[src/rtl/mgmt_pkg.sv]
// Shared constants and types for the management register slave.
// Assumes clause-22 framing with 5-bit PHY and register addresses.
package mgmt_pkg;
    localparam int PRE_MIN  = 32;
    localparam int HDR_BITS = 13;
    localparam logic [1:0] OP_RD = 2'b10;
    localparam logic [1:0] OP_WR = 2'b01;
    localparam logic [4:0] REG_CTL = 5'd0;
    localparam logic [4:0] REG_ADV = 5'd4;

    typedef enum logic [2:0] {
        F_PRE, F_HDR, F_TA_RD, F_RD, F_TA_WR, F_WR
    } frame_st_e;
endpackage

[src/rtl/mgmt_holdoff.sv]
// Counts system clocks after reset release and flags when frames may be served.
// Assumes CYCLES >= 1; the count saturates and never restarts without rst_n.
module mgmt_holdoff #(
    parameter int CYCLES = 140000
) (
    input  logic clk,
    input  logic rst_n,
    output logic done
);
    localparam int CW = $clog2(CYCLES + 1);
    logic [CW-1:0] cnt;

    // Saturating post-reset counter.
    always_ff @(posedge clk) begin
        if (!rst_n)                       cnt <= '0;
        else if (cnt != CW'(CYCLES))      cnt <= cnt + 1'b1;
    end

    assign done = (cnt == CW'(CYCLES));
endmodule

[src/rtl/mdio_frame.sv]
// Serial frame engine: finds preamble, decodes the header, shifts read data
// out and write data in. One step per sampled management clock rising edge.
// Assumes rd_data is a combinational lookup of lookup_addr.
module mdio_frame
    import mgmt_pkg::*;
(
    input  logic        clk,
    input  logic        rst_n,
    input  logic        bit_stb,
    input  logic        bit_val,
    input  logic [4:0]  phy_addr,
    input  logic        accept,
    output logic [4:0]  lookup_addr,
    input  logic [15:0] rd_data,
    output logic        wr_stb,
    output logic [4:0]  wr_addr,
    output logic [15:0] wr_data,
    output logic        mdio_out,
    output logic        mdio_oe
);
    localparam int OW = $clog2(PRE_MIN + 1);

    frame_st_e            st;
    logic [OW-1:0]        ones;
    logic [HDR_BITS-2:0]  hdr;
    logic [HDR_BITS-1:0]  full;
    logic [4:0]           cnt;
    logic [15:0]          shreg;
    logic                 hit;

    assign full        = {hdr, bit_val};
    assign lookup_addr = full[4:0];
    assign hit = accept && full[12] && full[9:5] == phy_addr &&
                 (full[11:10] == OP_RD || full[11:10] == OP_WR);
    assign wr_data = shreg;

    // Frame sequencer driven by sampled management clock edges.
    always_ff @(posedge clk) begin
        if (!rst_n) begin
            st <= F_PRE; ones <= '0; hdr <= '0; cnt <= '0; shreg <= '0;
            wr_addr <= '0; wr_stb <= 1'b0; mdio_out <= 1'b0; mdio_oe <= 1'b0;
        end else begin
            wr_stb <= 1'b0;
            if (bit_stb) begin
                case (st)
                    F_PRE: begin
                        if (bit_val) begin
                            if (ones != OW'(PRE_MIN)) ones <= ones + 1'b1;
                        end else begin
                            if (ones == OW'(PRE_MIN)) begin
                                st <= F_HDR; cnt <= '0;
                            end
                            ones <= '0;
                        end
                    end
                    F_HDR: begin
                        hdr <= full[HDR_BITS-2:0];
                        cnt <= cnt + 1'b1;
                        if (cnt == 5'(HDR_BITS - 1)) begin
                            st <= F_PRE;
                            if (hit) begin
                                wr_addr <= full[4:0];
                                cnt     <= '0;
                                if (full[11:10] == OP_RD) begin
                                    st <= F_TA_RD; shreg <= rd_data;
                                end else begin
                                    st <= F_TA_WR;
                                end
                            end
                        end
                    end
                    F_TA_RD: begin
                        mdio_oe <= 1'b1; mdio_out <= 1'b0; st <= F_RD; cnt <= '0;
                    end
                    F_RD: begin
                        if (cnt == 5'd16) begin
                            mdio_oe <= 1'b0; mdio_out <= 1'b0; st <= F_PRE;
                        end else begin
                            mdio_out <= shreg[15];
                            shreg    <= {shreg[14:0], 1'b0};
                            cnt      <= cnt + 1'b1;
                        end
                    end
                    F_TA_WR: begin
                        cnt <= cnt + 1'b1;
                        if (cnt == 5'd1) begin st <= F_WR; cnt <= '0; end
                    end
                    F_WR: begin
                        shreg <= {shreg[14:0], bit_val};
                        cnt   <= cnt + 1'b1;
                        if (cnt == 5'd15) begin wr_stb <= 1'b1; st <= F_PRE; end
                    end
                    default: st <= F_PRE;
                endcase
            end
        end
    end
endmodule

[src/rtl/mgmt_regfile.sv]
// Control and advertisement registers with strap defaults, self-clearing
// bits and negotiation/fibre overrides. Straps are captured while rst_n is low.
module mgmt_regfile
    import mgmt_pkg::*;
(
    input  logic        clk,
    input  logic        rst_n,
    input  logic [1:0]  strap_phy_hi,
    input  logic        strap_fx_mode,
    input  logic        strap_fx_duplex,
    input  logic        strap_tp_pause,
    input  logic        strap_fx_pause,
    input  logic        an_speed,
    input  logic        an_duplex,
    input  logic [4:0]  rd_addr,
    output logic [15:0] rd_data,
    input  logic        wr_stb,
    input  logic [4:0]  wr_addr,
    input  logic [15:0] wr_data,
    output logic [1:0]  phy_hi,
    output logic        fx_mode,
    output logic        ctl_reset,
    output logic        ctl_loopback,
    output logic        ctl_power_down,
    output logic        ctl_isolate,
    output logic        ctl_an_enable,
    output logic        ctl_an_restart,
    output logic        ctl_speed,
    output logic        ctl_duplex
);
    logic       dup_def, pause_def;
    logic       loop_q, an_en_q, pdn_q, iso_q, spd_q, dup_q, pause_q;
    logic [3:0] abil_q;
    logic       rst_p, rstrt_p;
    logic       spd_eff, dup_eff;

    // Strap capture, register writes and self-clearing pulses.
    always_ff @(posedge clk) begin
        if (!rst_n) begin
            phy_hi    <= strap_phy_hi;
            fx_mode   <= strap_fx_mode;
            dup_def   <= strap_fx_mode ? strap_fx_duplex : 1'b1;
            pause_def <= strap_fx_mode ? strap_fx_pause : strap_tp_pause;
            loop_q <= 1'b0; an_en_q <= ~strap_fx_mode; pdn_q <= 1'b0; iso_q <= 1'b0;
            spd_q  <= 1'b1; dup_q <= strap_fx_mode ? strap_fx_duplex : 1'b1;
            pause_q <= strap_fx_mode ? strap_fx_pause : strap_tp_pause;
            abil_q <= 4'hF; rst_p <= 1'b0; rstrt_p <= 1'b0;
        end else begin
            rst_p   <= 1'b0;
            rstrt_p <= 1'b0;
            if (wr_stb && wr_addr == REG_CTL) begin
                if (wr_data[15]) begin
                    rst_p  <= 1'b1;
                    loop_q <= 1'b0; an_en_q <= ~fx_mode; pdn_q <= 1'b0; iso_q <= 1'b0;
                    spd_q  <= 1'b1; dup_q <= dup_def;
                    pause_q <= pause_def; abil_q <= 4'hF;
                end else begin
                    loop_q  <= wr_data[14];
                    an_en_q <= wr_data[12];
                    pdn_q   <= wr_data[11];
                    iso_q   <= wr_data[10];
                    rstrt_p <= wr_data[9];
                    if (!wr_data[12]) begin
                        spd_q <= wr_data[13];
                        dup_q <= wr_data[8];
                    end
                end
            end
            if (wr_stb && wr_addr == REG_ADV) begin
                pause_q <= wr_data[10];
                abil_q  <= wr_data[8:5];
            end
        end
    end

    // Effective speed/duplex after negotiation and fibre overrides.
    always_comb begin
        spd_eff = fx_mode | (an_en_q ? an_speed : spd_q);
        dup_eff = an_en_q ? an_duplex : dup_q;
    end

    // Read multiplexer; self-clearing bits read as zero.
    always_comb begin
        case (rd_addr)
            REG_CTL: rd_data = {1'b0, loop_q, spd_eff, an_en_q, pdn_q, iso_q,
                                1'b0, dup_eff, 8'h00};
            REG_ADV: rd_data = {5'b0, pause_q, 1'b0, abil_q, 5'b00001};
            default: rd_data = 16'h0000;
        endcase
    end

    assign ctl_reset      = rst_p;
    assign ctl_power_down = pdn_q;
    assign ctl_isolate    = iso_q;
    assign ctl_an_enable  = an_en_q & ~pdn_q;
    assign ctl_an_restart = rstrt_p & ~pdn_q;
    assign ctl_loopback   = loop_q & ~spd_eff & ~pdn_q;
    assign ctl_speed      = spd_eff;
    assign ctl_duplex     = dup_eff;
endmodule

[src/rtl/mii_mgmt_regs.sv]
// Top: oversamples the management clock/data, gates service by the hold-off
// and address straps, and exposes the control outputs of one PHY port.
// Assumes mdc is slower than a quarter of clk.
module mii_mgmt_regs #(
    parameter logic [2:0] PHY_LOW        = 3'b000,
    parameter int         HOLDOFF_CYCLES = 140000
) (
    input  logic       clk,
    input  logic       rst_n,
    input  logic       mdc,
    input  logic       mdio_in,
    output logic       mdio_out,
    output logic       mdio_oe,
    input  logic [1:0] strap_phy_hi,
    input  logic       strap_fx_mode,
    input  logic       strap_fx_duplex,
    input  logic       strap_tp_pause,
    input  logic       strap_fx_pause,
    input  logic       an_speed,
    input  logic       an_duplex,
    output logic       ctl_reset,
    output logic       ctl_loopback,
    output logic       ctl_power_down,
    output logic       ctl_isolate,
    output logic       ctl_an_enable,
    output logic       ctl_an_restart,
    output logic       ctl_speed,
    output logic       ctl_duplex
);
    logic [2:0]  mdc_sr;
    logic [1:0]  dat_sr;
    logic        bit_stb, hold_done, fx_latched, wr_stb;
    logic [1:0]  phy_hi;
    logic [4:0]  lookup_addr, wr_addr;
    logic [15:0] rd_data, wr_data;

    // Synchronise the management clock and data into the system clock.
    always_ff @(posedge clk) begin
        if (!rst_n) begin
            mdc_sr <= '0; dat_sr <= '0;
        end else begin
            mdc_sr <= {mdc_sr[1:0], mdc};
            dat_sr <= {dat_sr[0], mdio_in};
        end
    end

    assign bit_stb = mdc_sr[1] & ~mdc_sr[2];

    mgmt_holdoff #(.CYCLES(HOLDOFF_CYCLES)) u_hold (
        .clk(clk), .rst_n(rst_n), .done(hold_done)
    );

    mdio_frame u_frame (
        .clk(clk), .rst_n(rst_n), .bit_stb(bit_stb), .bit_val(dat_sr[1]),
        .phy_addr({phy_hi, PHY_LOW}), .accept(hold_done),
        .lookup_addr(lookup_addr), .rd_data(rd_data),
        .wr_stb(wr_stb), .wr_addr(wr_addr), .wr_data(wr_data),
        .mdio_out(mdio_out), .mdio_oe(mdio_oe)
    );

    mgmt_regfile u_regs (
        .clk(clk), .rst_n(rst_n),
        .strap_phy_hi(strap_phy_hi), .strap_fx_mode(strap_fx_mode),
        .strap_fx_duplex(strap_fx_duplex), .strap_tp_pause(strap_tp_pause),
        .strap_fx_pause(strap_fx_pause), .an_speed(an_speed), .an_duplex(an_duplex),
        .rd_addr(lookup_addr), .rd_data(rd_data),
        .wr_stb(wr_stb), .wr_addr(wr_addr), .wr_data(wr_data),
        .phy_hi(phy_hi), .fx_mode(fx_latched),
        .ctl_reset(ctl_reset), .ctl_loopback(ctl_loopback),
        .ctl_power_down(ctl_power_down), .ctl_isolate(ctl_isolate),
        .ctl_an_enable(ctl_an_enable), .ctl_an_restart(ctl_an_restart),
        .ctl_speed(ctl_speed), .ctl_duplex(ctl_duplex)
    );
endmodule

[config.mk]
export PLATFORM = sky130hd
export DESIGN_NAME = mii_mgmt_regs
export DESIGN_NICKNAME = d
export VERILOG_FILES = /design/src/rtl/mgmt_pkg.sv /design/src/rtl/mgmt_holdoff.sv /design/src/rtl/mdio_frame.sv /design/src/rtl/mgmt_regfile.sv /design/src/rtl/mii_mgmt_regs.sv
export SDC_FILE = /design/constraint.sdc
export NUM_CORES = 1
export LEC_CHECK = 0
export ABC_AREA = 1
export BUFFER_PORTS_ARGS = -buffer_cell sky130_fd_sc_hd__buf_2
export CAP_MARGIN = 5
export CORE_ASPECT_RATIO = 1.1
export CORE_MARGIN = 2
export CORE_UTILIZATION = 50
export CTS_CLUSTER_DIAMETER = 40
export CTS_CLUSTER_SIZE = 12
export DETAILED_ROUTE_END_ITERATION = 7
export GPL_TIMING_DRIVEN = 0
export PLACE_DENSITY = 0.69
export SLEW_MARGIN = 15
export SYNTH_ARGS = -nofsm -noshare
export SYNTH_HDL_FRONTEND = slang
export SYNTH_HIERARCHICAL = 1
export SYNTH_SLANG_ARGS = --single-unit
[constraint.sdc]
create_clock -name clk -period 1.96 [get_ports clk]
set_input_delay 0.196 -clock clk [delete_from_list [all_inputs] [get_ports clk]]
set_output_delay 0.196 -clock clk [all_outputs]
set_load 0.02 [all_outputs]
==> flow_metrics.tcl <==
set metrics [dict create \
    ys_ff_latch 91 \
    synth_edf_count 8 \
    synth.distinct_cells 46 \
    outcome "finished, violations left" \
    cts-buffers-inserted 9 \
    post_drt_via_cell_ratio 5.147 \
    vias 4632 \
    end_kind "flip-flop" \
    synth_top_flop_cell "dfxtp_1" \
    relSlewSlack_pct 60.74 \
    antenna_found_initial 0 \
    synth_commonest_cells "nand2_1 (169), nor2_1 (115), inv_1 (84)" \
    synth-async-reset-ratio_pct 0 \
    core-area_um2 9794 \
    wl_per_cell_um 13.05 \
    max_freq_mhz 509.0 \
    hp-class "in2reg" \
    synth_top_area_share_pct 33.19 \
    peakVddDrop_uv 264.9 \
    grt-ovfl-total 0 \
    ys_seq_area_share_pct 37.99 \
    cts_tree "built" \
    postLayoutCellArea_um2 5784 \
    avgSynthCellArea_um2 6.943 \
    required_ns 2.21 \
    cts_sinks 91 \
    synth_warnings 6 \
    setup_viol 2 \
    postRouteAntennaNets 0 \
    final_hold_viol_count 0 \
    grt_pass1_wl_um 19490 \
    crit_arrival_ns 2.22 \
    htreeDepth 3 \
    grt_setup_unrepaired "yes" \
    cts-root-buf "clkbuf_8" \
    drv_slew 0 \
    grt_pass1_vias 4380 \
    die_x_um 99.41 \
    grtUsageTotal_pct 22.34 \
    area_growth_pct 15.55 \
    skew_ns 0.01357 \
    synth_cells 721 \
    p_leak_uw 0.002536 \
    drt_first_iter_violations 125 \
    clockBufferDepth 2 \
    utilization_pct 59.06 \
    cp-start-kind "flip-flop" \
    dp.final_hpwl_um 8243 \
    nNetsFinal 796 \
    synth_largest_area_cell "dfxtp_1" \
    holdWs_ns 0.01661 \
    drc_errors 0 \
    portBuffers 21 \
    setup_tns_ns -0.005491 \
    violations "negative setup slack" \
    routed_wl_um 11740 \
    place.gp.congestion 0.8958 \
    crit_type "reg2reg" \
    drive_above_1_share_pct 20.26 \
    worst-slew-pin-transition_ns 0.5889 \
    post-route-period-util_pct 100.2 \
    crit_fanout 5 \
    diodes 0 \
    setup_ws_ns -0.004677 \
    rows 38 \
    clock_latency_ns 0.36 \
    place_area_um2 5299 \
    n_fill_cell 959 \
    synth_area_um2 5006 \
    clk_pin_slew_ns 0.10 \
    fp.dieH_um 108.9 \
    dp_slack_ns -0.2434 \
    initial_utilization_pct 51.11 \
    drt_pass1_iterations 5 \
    yosysMostFrequentCell "nand2_1" \
    drv_cap 0 \
    powerDensity_nw_per_um2 584.0 \
    io-pin-count 22 \
    dieArea_um2 10830 \
    synthTopCellsByArea "dfxtp_1 (33%), nand2_1 (13%), nor2_1 (8.6%), inv_1 (6.3%), edfxtp_1 (4.8%)" \
    grt_max_degree 17 \
    fin_crit_ns 1.965 \
]
## per-stage QoR
step                      total power [uW]  std cells
after floorplan                       2085        731
after global placement                2139        872
after detailed placement              2145        872
after CTS                             3408        897
after global routing                  3512        900
final                                 3378        900
## power breakdown
group / switching [uW] / internal (uW) / total [uW]
clock network: 664 / 588 / 1250
registers: 14.6 / 1890 / 1910
logic: 137 / 79.7 / 217
total: 816 / 2560 / 3380
## repair_timing
item	4_1_cts	5_1_grt
hold buffers	2	0
pin swaps	4	12
gates resized for setup	25	37
endpoints found under the hold margin	2	0
endpoints found under the setup margin	26	34
cloned	2	0
buffers inserted	5	3
## path summary, 6_finish.rpt
| kind | cells past startpoint | end | startpoint | slack, ns |
|---|---|---|---|---|
| worst max-delay path | 14 | u_frame/wr_data[5] | u_hold/cnt[1] | -0.005 |
| worst min-delay path | 3 | mdc_sr[0] | mdc | 0.02 |
| worst min register to register | 2 | mdc_sr[1] | mdc_sr[0] | 0.42 |
| worst max register to register | 14 | u_frame/wr_data[5] | u_hold/cnt[1] | -0.005 |
## state kept, by name, indices dropped and copies added (netlist names), 3 cells and up
name             flops
u_frame/ones         6
u_frame/hdr         12
u_frame/cnt          5
u_regs/abil_q        4
u_frame/st           3
mdc_sr               3
u_hold/cnt          18
u_frame/wr_addr      5
u_frame/wr_data     16
## layer usage
metal	part of all wire, %	up-vias	GRT usage, %
met2	51	95	40.59
li1	-	2381	-
met5	0	-	0
met3	3.9	25	2.821
met1	42	2131	25.92
met4	3.1	0	10.96
## cell families after synthesis
kind of cell	Yosys count	synth area share, %
adders and majority gates	9	2.249
buffers and inverters	121	11.40
DFF	91	37.99
other	2	0.1500
and+or+nand+nor	393	37.09
AOI/OAI and AO/OA	101	10.42
xor gates and xnor gates	4	0.7000
## cell type report
type | instances | area (um^2) | area share, %
multi-input cells | 520 | 2725 | 47.11
flip-flops and latches | 91 | 1927 | 33.31
inverters | 92 | 360.3 | 6.230
repair buffers | 32 | 221.5 | 3.829
plain buffers | 29 | 215.2 | 3.721
well taps | 120 | 150.1 | 2.596
clock buffers | 11 | 131.4 | 2.271
clock inverters | 5 | 53.80 | 0.9301
## cells in the final DEF (no fill, tap or decap), types with 13 or more instances in the layout
cell / n
nor2_1: 106
nand2_1: 159
nor2_4: 13
nand2_2: 14
buf_2: 23
o21ai_0: 40
buf_4: 17
inv_1: 80
a21oi_1: 43
dfxtp_1: 73
nand4_1: 17
nand3_1: 36
## critical path, cell delays in order (launching register included)
cell	delay [ns]
dfxtp_4	0.37
inv_4	0.07
ha_4	0.13
nand3_2	0.09
inv_1	0.10
nand3_2	0.09
inv_1	0.06
nand3b_1	0.12
nor2_4	0.19
nand3_4	0.12
nand2_4	0.13
nand2_8	0.09
buf_6	0.14
o21ai_1	0.12
nor2_1	0.06
(Power assumes the default switching activity.)
